$ cat src/rtl/dptr_unit.sv
module dptr_unit #(
  parameter int NPTR = 2,
  parameter int AW   = 16,
  localparam int SW  = (NPTR > 1) ? $clog2(NPTR) : 1
) (
  input  logic          clk,
  input  logic          rst_n,
  input  logic          mode_we,
  input  logic [NPTR-1:0] mode_wdata,
  input  logic [SW-1:0] ptr_sel,
  input  logic          ld_en,
  input  logic [AW-1:0] ld_data,
  input  logic          acc_en,
  input  logic          acc_wr,
  input  logic          step_en,
  input  logic          step_dn,
  output logic [AW-1:0] acc_addr,
  output logic          acc_word,
  output logic [AW-1:0] rd_val
);

  function automatic logic [AW-1:0] live_of(input logic [AW:0] r, input logic w);
    return w ? r[AW:1] : r[AW-1:0];
  endfunction

  function automatic logic [AW:0] put_live(input logic [AW:0] r, input logic w,
                                           input logic [AW-1:0] v);
    return w ? {v, r[0]} : {r[AW], v};
  endfunction

  logic [AW:0]     ptr_q [NPTR];
  logic [NPTR-1:0] mode_q;

  logic [AW:0]   cur;
  logic          cur_w;
  logic [AW-1:0] cur_live;
  logic [AW-1:0] step_val;

  assign cur      = ptr_q[ptr_sel];
  assign cur_w    = mode_q[ptr_sel];
  assign cur_live = live_of(cur, cur_w);
  assign step_val = step_dn ? cur_live - 1'b1 : cur_live + 1'b1;

  assign rd_val   = cur_live;
  assign acc_word = cur_w;
  assign acc_addr = (acc_en && acc_wr && step_en) ? step_val : cur_live;

  always_ff @(posedge clk) begin
    if (!rst_n) mode_q <= '0;
    else if (mode_we) mode_q <= mode_wdata;
  end

  always_ff @(posedge clk) begin
    for (int i = 0; i < NPTR; i++) begin
      if (!rst_n) ptr_q[i] <= '0;
      else if (ptr_sel == SW'(i)) begin
        if (ld_en)        ptr_q[i] <= put_live(cur, cur_w, ld_data);
        else if (step_en) ptr_q[i] <= put_live(cur, cur_w, step_val);
      end
    end
  end

  generate
    for (genvar g = 0; g < NPTR; g++) begin : g_chk
      p_hold_r9: assert property (@(posedge clk) disable iff (!rst_n)
        (ptr_sel != SW'(g)) |=> $stable(ptr_q[g]));
    end
  endgenerate

  p_load_r8: assert property (@(posedge clk) disable iff (!rst_n)
    (ld_en && !mode_we) |=>
      live_of(ptr_q[$past(ptr_sel)], mode_q[$past(ptr_sel)]) == $past(ld_data));

  p_post_r4: assert property (@(posedge clk) disable iff (!rst_n)
    (acc_en && !acc_wr && step_en && !ld_en && !mode_we) |=>
      live_of(ptr_q[$past(ptr_sel)], mode_q[$past(ptr_sel)]) ==
      ($past(step_dn) ? $past(acc_addr) - 1'b1 : $past(acc_addr) + 1'b1));

  p_pre_r5: assert property (@(posedge clk) disable iff (!rst_n)
    (acc_en && acc_wr && step_en && !ld_en && !mode_we) |=>
      live_of(ptr_q[$past(ptr_sel)], mode_q[$past(ptr_sel)]) == $past(acc_addr));

  p_hidden_r6: assert property (@(posedge clk) disable iff (!rst_n)
    (step_en && !ld_en && !mode_we) |=>
      (mode_q[$past(ptr_sel)] ? (ptr_q[$past(ptr_sel)][0] == $past(cur[0]))
                              : (ptr_q[$past(ptr_sel)][AW] == $past(cur[AW]))));

  p_nostep_r10: assert property (@(posedge clk) disable iff (!rst_n)
    (acc_en && !step_en && !ld_en) |=> $stable(ptr_q[$past(ptr_sel)]));

endmodule

$ cat config.mk
export PLATFORM = sky130hd
export DESIGN_NAME = dptr_unit
export DESIGN_NICKNAME = d
export VERILOG_FILES = /design/src/rtl/dptr_unit.sv
export SDC_FILE = /design/constraint.sdc
export NUM_CORES = 1
export LEC_CHECK = 0
export BUFFER_PORTS_ARGS = -buffer_cell sky130_fd_sc_hd__buf_2
export CORE_MARGIN = 5
export CORE_UTILIZATION = 29
export CTS_CLUSTER_DIAMETER = 80
export DETAILED_ROUTE_END_ITERATION = 16
export PLACE_DENSITY_LB_ADDON = 0.15
export SYNTH_ARGS = -nofsm -noshare
export SYNTH_HDL_FRONTEND = slang
export SYNTH_SLANG_ARGS = --single-unit
export TNS_END_PERCENT = 100
$ cat constraint.sdc
create_clock -name clk -period 3.8 [get_ports clk]
set_clock_uncertainty 0.1 [all_clocks]
set_input_delay 0.38 -clock clk [delete_from_list [all_inputs] [get_ports clk]]
set_output_delay 0.38 -clock clk [all_outputs]
set_load 0.01 [all_outputs]
* Yosys cells after proc, flatten, opt, wreduce, memory -nomap -nowiden
Memories as Yosys holds them, arrays and structs flattened. Index checks and enable logic that the tools add are counted.
Word-level totals: flip-flop bits (word level) 2, bits in writable memories 34, input port bits 27, word-level logic and storage cells 38, memories 1
Memory list:
- ptr_q | depth 2, width 17, rd ports 1, clocked after Yosys merged registers in 0, wr ports 2, RTL line 31 | logic [AW:0] ptr_q [NPTR];
Operators by class: $add $sub $neg 2, order comparisons 1, mux-type cells 27, bitwise gates (word level) 4, reduce and logical (&&, ||, !) cells 2
Operators by type and width (number):
- two-way mux 17 bit | 6
- two-way mux 16 bit | 3
- two-way mux 1 bit | 18
- adder 16 x 1 -> 16 bit (second input constant) | 1
- subtractor 16 x 1 -> 16 bit (second input constant) | 1
- bitwise OR 1 bit | 4
- logical AND 1 bit | 2
- < comparator 1 x 2 -> 1 bit (second input constant) | 1

* Logic depth before layout (Yosys ltp)
Gate-level depths: netlist of run 1.
depth in word-level cells 7, mapped depth 14, mapped depth without buffers 12

* Worst setup path after synthesis of run 1
Ideal clock, no wire load.
path type input -> output, from input ptr_sel, to output acc_addr[14], arrival time 3328 ps, setup slack -8 ps, cell stages on the path 13, buffers on the path 4, cell sequence buf_2 buf_1 clkbuf_1 a211oi_1 a21oi_1 ha_1 clkbuf_1 or2_2 a21oi_1 o31ai_1 a221o_1 xor2_1 mux2_2
Between the ends: cells in the longest elaborated chain, start to end 6, elaborated cells between the ends (all ways) 8, classes of those cells 2 x add/sub; 5 x mux; 1 x memory
RTL lines:
- start, declared | RTL line 10 | input logic [SW-1:0] ptr_sel,
- two-way mux 1 bit (not written as such) (2 in series) | RTL line 40 | assign cur_w = mode_q[ptr_sel];
- two-way mux 16 bit (*) | RTL line 23 | return w ? r[AW:1] : r[AW-1:0];
- net rd_val[8] | RTL line 19 | output logic [AW-1:0] rd_val
- adder 16 x 1 -> 16 bit / subtractor 16 x 1 -> 16 bit (equally long branches) | RTL line 42 | assign step_val = step_dn ? cur_live - 1'b1 : cur_live + 1'b1;
- two-way mux 16 bit (*) | RTL line 42
- two-way mux 16 bit (*) | RTL line 46 | assign acc_addr = (acc_en && acc_wr && step_en) ? step_val : cur_live;
- end, declared | RTL line 17 | output logic [AW-1:0] acc_addr,
Mark *: on every way through the listed nets, which the timed path passes. The rest lies on a longest branch. The select of a mux whose other input is x is not followed.

* Worst setup path in the final report of run 1
from register mode_q[1], to output acc_addr[15]
Between the ends: cells in the longest elaborated chain, start to end 6, elaborated cells between the ends (all ways) 7, classes of those cells 2 x add/sub; 5 x mux
RTL lines:
- start, declared | RTL line 32 | logic [NPTR-1:0] mode_q;
- start signal, assigned | RTL line 50 | else if (mode_we) mode_q <= mode_wdata;
- two-way mux 1 bit (not written as such) (*) (2 in series) | RTL line 40
- two-way mux 16 bit (*) | RTL line 23
- adder 16 x 1 -> 16 bit / subtractor 16 x 1 -> 16 bit (equally long branches) | RTL line 42
- two-way mux 16 bit | RTL line 42
- two-way mux 16 bit (*) | RTL line 46
Mark *: on every way between the ends. The rest lies on a longest branch, timed or not. The select of a mux whose other input is x is not followed.

==> results of run 1 <==
flip-flops by register name, indices dropped and copies added (netlist names):
register,flops
mode_q,2
ptr_q,34
worst paths after layout:
path	end	slack, ps	cells after the start
min	mode_q[0]	280	3
max reg2reg	ptr_q[0][14]	330	13
max	acc_addr[15]	110	11
min reg2reg	mode_q[1]	510	2
cell type report:
class | instances | share of cell area [%]
Clock buffer | 8 | 3.54
Inverter | 9 | 0.765
Multi-Input combinational cell | 332 | 53.9
Sequential cell | 36 | 24.2
Tap cell | 147 | 4.17
Timing Repair Buffer | 97 | 13.4
routing by layer:
metal | global-route usage, % | vias to the layer above
li1 | - | 1684
met1 | 21.7 | 1687
met2 | 28.9 | 96
met3 | 2.97 | 16
met4 | 4.65 | 0
met5 | 0 | -
kinds of logic after synthesis:
group / count (synthesis) / share of synthesized area (%)
flops: 36 / 30.2
fa+ha+maj: 15 / 5.56
mux: 51 / 15.3
compound gates: 148 / 26.8
buf+inv: 40 / 4.56
simple gates: 104 / 14.0
xor+xnor: 14 / 3.49
stage by stage:
| step | hold WS, ps | power [mW] | utilization [%] | setup WS [ps] |
|---|---|---|---|---|
| after floorplan | 408 | 0.958 | - | 59.9 |
| after global placement | 571 | 1.24 | 34.5 | -35.9 |
| after global routing | 301 | 1.82 | 36.9 | -58.0 |
| after CTS | 282 | 1.71 | 36.2 | 28.4 |
| after detailed placement | 568 | 1.24 | 34.5 | -64.7 |
| final | 277 | 1.72 | 36.9 | 112 |
where the power goes:
group | internal [mW] | switching, mW
Sequential | 0.475 | 0.0239
Clock | 0.279 | 0.163
Combinational | 0.326 | 0.455
worst max-delay path, stage by stage (launching register included):
cell and delay [ps]:
dfxtp_4 410, buf_4 150, buf_4 160, mux2i_1 180, a21oi_1 120, ha_2 420
nand4_1 160, or2_2 350, o41ai_2 400, xnor2_1 140, mux2_2 290, buf_2 140
cell usage after synthesis, drive strengths merged, types with 5 or more instances:
cell type,number
a211oi,18
a21o,11
a21oi,46
buf,6
clkbuf,25
edfxtp,34
ha,14
inv,9
mux2,14
mux2i,37
nand2,32
nand3,12
nor2,25
nor2b,21
o211ai,5
o21ai,24
o22ai,17
xnor2,7
xor2,7
layout by cell type, fill, tap and decap left out, types with 6 or more instances in the layout:
| cell | n |
|---|---|
| buf_4 | 37 |
| a211oi_1 | 15 |
| a21oi_1 | 40 |
| a21oi_2 | 6 |
| edfxtp_1 | 34 |
| mux2_2 | 13 |
| inv_1 | 9 |
| nor2_1 | 24 |
| o21ai_0 | 21 |
| nand3_1 | 12 |
| buf_2 | 59 |
| xnor2_1 | 6 |
| mux2i_1 | 36 |
| nand2_1 | 32 |
| a21o_1 | 11 |
| o22ai_1 | 17 |
| xor2_1 | 6 |
| nor2b_1 | 21 |
| ha_1 | 11 |
timing repair:
item,4_1_cts,5_1_grt
resized for setup,9,14
hold endpoints to repair,0,0
endpoints found under the setup margin,8,8
setup buffers,2,2
pin swaps,0,1
==> results.md, run 1 <==
* Status: finished, final reports clean
* Setup violators final at 0
* WL met3 at between 500 and 600 microns
* Share of the synthesized area in the top cell type at 29.1%
* ANT nets after route at 0
* Vias in the first global route at 3417
* Total Wirelength at 12500 microns
* DR vias at 3483
* Die X at between 100 and 150 microns
* Initial Utilization at 29.3%
* Power Dens Cells at between 300 and 400 nW/um^2
* Worst-case clock buffer depth at 2
* Number of antenna diodes at 0
* Leakage at 1.82 nW
* Max-Cap Viols at 0
* IO Pins at 60
* Antenna violations before repair at 0
* Post-Place Cells at 617
* CP startpoint kind: register
* Row Count at 40
* Residual DRC at 0
* Final cell count without fillers at 629
* Root buffer cell: clkbuf_16
* Relative slew margins at about a third
* Average cell area after synthesis at 8.60 sq um
* Clock sink count at 36
* DP Area at 4130 sq um
* DR iter-0 viols at ~240
* Reg clk slew, reported paths at 50 ps
* Yosys cell types at 49
* Die ar. at 14400 sq um
* # hold bufs at CTS at 0
* Drt wl/cell at 19.8 microns
* Global-route wire length before repair at 19100 microns
* Mapped Cells at 408
* Fill cells at 1218
* Fin area at 4410 sq um
* Ys Warns at 0
* Syn Nets at 450
* Multi-input gate area at ~2400 sq um
* FF/Latch Area at 1070 sq um
* Global-route usage over all layers at 16.9%
* Max Fanout on Critical Path at 8
* Core Region at 12000 sq um
* Largest cells by area after synthesis: edfxtp_1 29%, mux2i_1 10%, a21oi_1 6.6%, ha_1 5.0%, mux2_2 4.2%
* Post-synth EDFFs at 34
* Die Y-Extent at 120 microns
* Max VDD drop at 147 uV
* Fraction of registers with async set/reset at 0%
* Top Metal Used: met4
* Critical R2R Launch: mode_q[0]
* Slew Limit Fails at 0
* RSZ-0062 raised after global routing: true
* RePlAce Congestion at roughly 0.91
* Register area share after synthesis at a little under a third
* Final Hold Vio Count at 0
* Global route overflow at 0
* Area delta synth->final at 25.8%
* Synth area leader: edfxtp_1
* Num CTS Buffers at 5
* Final HPWL DP at a little over 9000 microns
* H-tree Lvls at 2
* CP Launch Point: mode_q[1]
* Critical Path Sink Type: output port
* Largest net degree at the start of global routing at 39
* Tcrit/Tclk final at 97.1%
* PortBufs at 59
* Crit path kind: register to output port
* CTS tree: built
* Hold WC Path Type: input port to register
* Vias per cell at 5.54
* Min-delay src: mode_wdata[0]
* M1 wire length at 5640 microns
* Final #Nets at 523
* Worst skew pair latency at 280 ps
* Layout cells sized above 1 at 29.9%
* DR WL met2 at 6100 microns
* Worst endpoint required time at 3320 ps
* Worst Path Arrival at between 3000 and 4000 ps
* Most used flip-flop cell after synthesis: edfxtp_1
* Post-layout min period at 3690 ps
* Drt pass-1 iters at 5
* Slew @ Worst Pin at 1010 ps
* Post-Syn Area at 3510 sq um
* Total negative slack at 0 ps
* Yosys reg bits at 36
* FMAX at between 0.2 and 0.3 GHz
(Power assumes the default switching activity.)
==> inputs of run 2 (changes only) <==
CAP_MARGIN = 20   (was not set)
CORE_UTILIZATION = 43   (was 29)
SLEW_MARGIN = 30   (was not set)
==> run 2 against run 1 <==
Via count shrank 0.55%. Total power shrank 11%. Design area shrank 4.0%. Final cell count shrank 8.6%. Routed wire length shrank 10%. Hold slack lost 28 ps. Largest power group unchanged.
==> results.md, run 2 (synthesis gave the netlist of run 1 again) <==
* Status: finished, final reports clean (unchanged)
* Power Dens Cells at 363 nW/um^2 (was 390 nW/um^2)
* Relative slew margins at 36.0% (was 32.5%)
* Row Count at 33 (was 40)
* Met3 usage at 3.41% (was 2.97%)
* Tcrit/Tclk final at 96.5% (was 97.1%)
* RSZ-0062 raised after global routing: false (was true)
* Global route overflow at 0 (unchanged)
* Global-route wire length before repair at 17200 microns (was 19100 microns)
* Total Wirelength at 11200 microns (was 12500 microns)
* Sequential power share at 32.1% (was 29.0%)
* NetSw at 0.604 mW (was 0.642 mW)
* Total negative slack at 0 ps (unchanged)
* Max-Cap Viols at 0 (unchanged)
* Largest net degree at the start of global routing at 27 (was 39)
* Worst endpoint required time at 3320 ps (about the same)
* ANT nets after route at 0 (unchanged)
* Most common cell after layout, fill and taps aside: buf_2 (unchanged)
* Number of antenna diodes at 0 (unchanged)
* Initial Utilization at 43.4% (was 29.3%)
* Slew @ Worst Pin at 958 ps (was 1010 ps)
* Slew Limit Fails at 0 (unchanged)
* Critical Path Sink Type: output port (unchanged)
* FMAX at 0.273 GHz (was 0.271 GHz)
* Core Region at 8090 sq um (was 12000 sq um)
* PortBufs at 59 (unchanged)
* Root buffer cell: clkbuf_8 (was clkbuf_16)
* Die X at 100 microns (was 120 microns)
* Max Fanout on Critical Path at 7 (was 8)
* CTS tree: built (unchanged)
* Internal power contribution at 0.934 mW (was 1.08 mW)
* Final Hold Vio Count at 0 (unchanged)
* Clock sink count at 36 (unchanged)
* H-tree Lvls at 2 (unchanged)
* Total power draw at 1.54 mW (was 1.72 mW)
* Largest Register: ptr_q (unchanged)
* Num CTS Buffers at 5 (unchanged)
* IO Pins at 60 (unchanged)
* Area delta synth->final at 20.7% (was 25.8%)
* Final #Nets at 511 (was 523)
* Vias in the first global route at 3264 (was 3417)
* Biggest regs: ptr_q x34, mode_q x2 (unchanged)
* Global-route usage over all layers at 21.9% (was 16.9%)
* Die ar. at 10100 sq um (was 14400 sq um)
* Worst-case clock buffer depth at 2 (unchanged)
* Clock network fraction of design power at 19.0% (was 25.7%)
* Post-layout min period at 3670 ps (was 3690 ps)
* Layout cells sized above 1 at 28.9% (was 29.9%)
* Sw Share at 39.3% (was 37.3%)
* Worst Path Arrival at 3190 ps (was 3210 ps)
* Hold WC Path Type: input port to register (unchanged)
* CP startpoint kind: register (unchanged)
* Vias per cell at 6.02 (was 5.54)
* GR peak layer: met2 (unchanged)
* RePlAce Congestion at 0.948 (was 0.915)
* Drt wl/cell at 19.5 microns (was 19.8 microns)
* Setup violators final at 0 (unchanged)
* DR iter-0 viols at 234 (was 244)
* GRT met2 Usage at 36.5% (was 28.9%)
* Max VDD drop at 171 uV (was 147 uV)
* Crit path kind: register to output port (unchanged)
* Leakage at 1.73 nW (was 1.82 nW)
* Final HPWL DP at 8240 microns (was 9330 microns)
* Reg clk slew, reported paths at 70 ps (was 50 ps)
* Combinational fraction of design power at 48.9% (was 45.4%)
* Met1 Use GR at 29.4% (was 21.7%)
* Antenna violations before repair at 0 (unchanged)
* Drt pass-1 iters at 5 (unchanged)
* Die Y-Extent at 100 microns (was 120 microns)
* Commonest cells after routing, fill and taps aside: 59 x buf_2, 41 x a21oi_1, 36 x mux2i_1 (was 59 x buf_2, 40 x a21oi_1, 37 x buf_4)
* WHS at 249 ps (was 277 ps)
* Residual DRC at 0 (unchanged)
* Max reg flops at 34 (unchanged)
* DR vias at 3464 (was 3483)
* Worst skew pair latency at 290 ps (was 280 ps)
[run 2: cell count changes in the layout (fill, tap and decap cells not counted), moves of 4 or more]
cell       before  now
buf_4          37   23
clkbuf_16       5    0
clkbuf_8        2    6
ha_1           11    7
ha_2            1    5
[run 2: path summary, 6_finish.rpt]
kind / startpoint / endpoint / slack, ps / cells after the start
worst min-delay path: mode_wdata[0] / mode_q[0] / 250 / 3
worst max register to register: mode_q[1] / ptr_q[1][15] / 480 / 12
worst max-delay path: mode_q[1] / acc_addr[14] / 130 / 11
worst min register to register: mode_q[0] / mode_q[0] / 600 / 3
[run 2: per-layer routing]
metal / vias up / share of wire [%]
met5: - / 0
met4: 0 / 1.8
met3: 19 / 5.3
met2: 118 / 49
met1: 1661 / 44
li1: 1666 / -
[run 2: power groups by stage]
| stage | sequential (mW) | combinational, mW | clock [mW] |
|---|---|---|---|
| 6_report | 0.494 | 0.752 | 0.293 |
| 4_1_cts | 0.493 | 0.712 | 0.293 |
| 3_3_place_gp | 0.501 | 0.695 | 0 |
| 5_1_grt | 0.497 | 0.818 | 0.312 |
| 2_1_floorplan | 0.494 | 0.464 | 0 |
| 3_5_place_dp | 0.501 | 0.700 | 0 |
[run 2: critical path, stage by stage (launching register included)]
cell and delay [ps]:
dfxtp_1 380, buf_4 190, mux2i_1 100, a21oi_2 240, ha_2 370, o21a_1 200, o31a_1 130, or3_1 330
a221o_1 340, xor2_2 190, mux2_2 270, buf_2 150
[run 2: what timing repair did]
action | CTS | global route
resized for setup | 5 | 24
endpoints found under the setup margin | 3 | 6
buffers inserted | 0 | 3
hold buffers | 0 | 0
pin swaps | 0 | 1
[run 2: layout make-up]
cell class / count / area, sq um
well taps: 105 / 131
inverters: 9 / 33.8
fillers: 798 / 3860
repair buffers: 85 / 519
clock buffers: 8 / 90.1
multi-input cells: 332 / 2400
flip-flops and latches: 36 / 1060
[run 2: metrics by stage]
| step | area (sq um) | utilization (%) | worst slack, ps | cells |
|---|---|---|---|---|
| 6_report | 4240 | 52.3 | 134 | 575 |
| 5_1_grt | 4240 | 52.3 | 10.1 | 575 |
| 3_5_place_dp | 4010 | 49.6 | 86.2 | 564 |
| 2_1_floorplan | 3510 | - | 59.9 | 408 |
| 4_1_cts | 4140 | 51.1 | 10.4 | 572 |
| 3_3_place_gp | 4010 | 49.5 | 80.3 | 564 |
==> inputs of run 3 (changes only) <==
PLACE_DENSITY = 0.6   (was not set)
PLACE_DENSITY_LB_ADDON = not set   (was 0.15)
==> run 3 against run 2 <==
Utilization up 0.79 points. Register-to-register slack worse by 100 ps. Clock-buffer cell count down 3. Global-route usage down 0.41 points. First-iteration DRC count up 3.4%. Sequential share of layout area down 0.28 points. Routed wire length up 0.45%. Largest power group unchanged. Highest routed layer unchanged.
==> results.md, run 3 (synthesis gave the netlist of run 1 again) <==
* Area delta synth->final at 22.5% (was 20.7%)
* Max-Cap Viols at 0 (unchanged)
* Initial Utilization at 43.4% (unchanged)
* Worst endpoint required time at 3320 ps (about the same)
* Final Hold Vio Count at 0 (unchanged)
* Total negative slack at 0 ps (unchanged)
* Relative slew margins at 36.8% (was 36.0%)
* Pre-CTS WS at 145 ps (was 86.2 ps)
* Global route overflow at 0 (unchanged)
* Number of antenna diodes at 0 (unchanged)
* CP startpoint kind: register (unchanged)
* Final HPWL DP at 8120 microns (was 8240 microns)
* Slew Limit Fails at 0 (unchanged)
* Tcrit/Tclk final at 98.0% (was 96.5%)
* Status: finished, final reports clean (unchanged)
* Finished Core Util at 53.1% (was 52.3%)
* Crit path kind: register to output port (unchanged)
* Post-layout min period at 3720 ps (was 3670 ps)
* Leakage at 1.78 nW (was 1.73 nW)
* WHS at 270 ps (was 249 ps)
* Slew @ Worst Pin at 945 ps (was 958 ps)
* Root buffer cell: clkbuf_8 (unchanged)
* CTS tree: built (unchanged)
* Layout cells sized above 1 at 30.1% (was 28.9%)
* Reg clk slew, reported paths at 80 ps (was 70 ps)
* Global-route wire length before repair at 17000 microns (was 17200 microns)
* Max reg flops at 34 (unchanged)
* Hold WC Path Type: input port to register (unchanged)
* Reg2Reg Depth at 13 (was 12)
* Core Region at 8090 sq um (unchanged)
* ANT nets after route at 0 (unchanged)
* Global-route usage over all layers at 21.5% (was 21.9%)
* Die ar. at 10100 sq um (unchanged)
* Worst setup margin at 76.9 ps (was 134 ps)
* Stages on the worst setup path at 12 (was 11)
* Die Y-Extent at 100 microns (unchanged)
* Num CTS Buffers at 5 (unchanged)
* # hold bufs at CTS at 0 (unchanged)
* Vias per cell at 6.02 (about the same)
* Die X at 100 microns (unchanged)
* H-tree Lvls at 2 (unchanged)
* Max Fanout on Critical Path at 17 (was 7)
* Worst Path Arrival at 3240 ps (was 3190 ps)
* Drt wl/cell at 19.4 microns (was 19.5 microns)
* Largest Register: ptr_q (unchanged)
* Max VDD drop at 169 uV (was 171 uV)
* PortBufs at 59 (unchanged)
* Crit-path max cell delay at 380 ps (about the same)
* IO Pins at 60 (unchanged)
* Hold depth at 3 (unchanged)
* CP max-delay cell: dfxtp_4 (was dfxtp_1)
* Top cell family by delay on the critical path: compound AO/OA/AOI/OAI gates (unchanged)
* Vias in the first global route at 3243 (was 3264)
* Most common cell after layout, fill and taps aside: buf_2 (unchanged)
* Worst-case clock buffer depth at 2 (unchanged)
* Antenna violations before repair at 0 (unchanged)
* Commonest cells after routing, fill and taps aside: 59 x buf_2, 41 x a21oi_1, 36 x mux2i_1 (unchanged)
* Total Wirelength at 11300 microns (was 11200 microns)
* Final #Nets at 516 (was 511)
* RePlAce Congestion at 0.879 (was 0.948)
* Critical-path cell list: buf_8 > nor2b_1 > a211oi_2 > a21oi_2 > ha_2 > o21a_1 > o31a_1 > or3_1 > a221o_1 > xor2_2 > mux2_2 > buf_2 (was buf_4 > mux2i_1 > a21oi_2 > ha_2 > o21a_1 > o31a_1 > or3_1 > a221o_1 > xor2_2 > mux2_2 > buf_2)
* Row Count at 33 (unchanged)
* Largest net degree at the start of global routing at 25 (was 27)
* Drt pass-1 iters at 5 (unchanged)
* Biggest regs: ptr_q x34, mode_q x2 (unchanged)
* FMAX at 0.269 GHz (was 0.273 GHz)
* Clock sink count at 36 (unchanged)
* Power Dens Cells at 374 nW/um^2 (was 363 nW/um^2)
* Crit path buffers/inverters at 2 (unchanged)
* Critical Path Sink Type: output port (unchanged)
* Worst skew pair latency at 300 ps (was 290 ps)
* Setup violators final at 0 (unchanged)
* DR vias at 3491 (was 3464)
* DR iter-0 viols at 242 (was 234)
* Residual DRC at 0 (unchanged)
run 3: metrics by stage:
step           cells  area [sq um]  power, mW
2_1_floorplan    408          3510      0.958
3_3_place_gp     565          3990       1.20
3_5_place_dp     565          3990       1.20
4_1_cts          574          4140       1.55
5_1_grt          580          4300       1.69
6_report         580          4300       1.61
run 3: worst reg2reg max path: cells and delay by family, from the launching register on:
kind / cells / cell delay [ps]
AOI/OAI and AO/OA: 6 / 1080
and+or+nand+nor: 2 / 530
DFF: 1 / 380
adders and majority gates: 1 / 360
buffers and inverters: 2 / 310
muxes: 1 / 210
xor gates and xnor gates: 1 / 180
run 3: worst paths after layout:
check | slack [ps] | start | end
worst min-delay path | 270 | mode_wdata[0] | mode_q[0]
worst max-delay path | 80 | mode_q[0] | acc_addr[14]
worst max register to register | 380 | mode_q[0] | ptr_q[1][15]
worst min register to register | 650 | mode_q[1] | mode_q[1]
run 3: power by group:
group	total [mW]	switching (mW)	internal (mW)
Clock	0.340	0.149	0.191
Combinational	0.768	0.445	0.324
Sequential	0.498	0.0233	0.474
run 3: layer usage:
layer	up-vias	part of all wire [%]	GRT usage, %
met2	127	49	36.1
met3	21	5.6	4.10
met4	0	1.6	5.60
li1	1670	-	-
met1	1673	44	28.3
met5	-	0	0
run 3: layout make-up:
cell class                      count  area (sq um)
Clock inverter                      3          37.5
Multi-Input combinational cell    332          2420
Sequential cell                    36          1070
Timing Repair Buffer               90           543
Tap cell                          105           131
Clock buffer                        5          68.8
Fill cell                         774          3790
Inverter                            9          33.8
run 3: what timing repair did:
item,CTS,global route
resized for setup,13,24
gates cloned,0,0
setup endpoints to repair,6,7
pin swaps,1,7
setup buffers,1,6
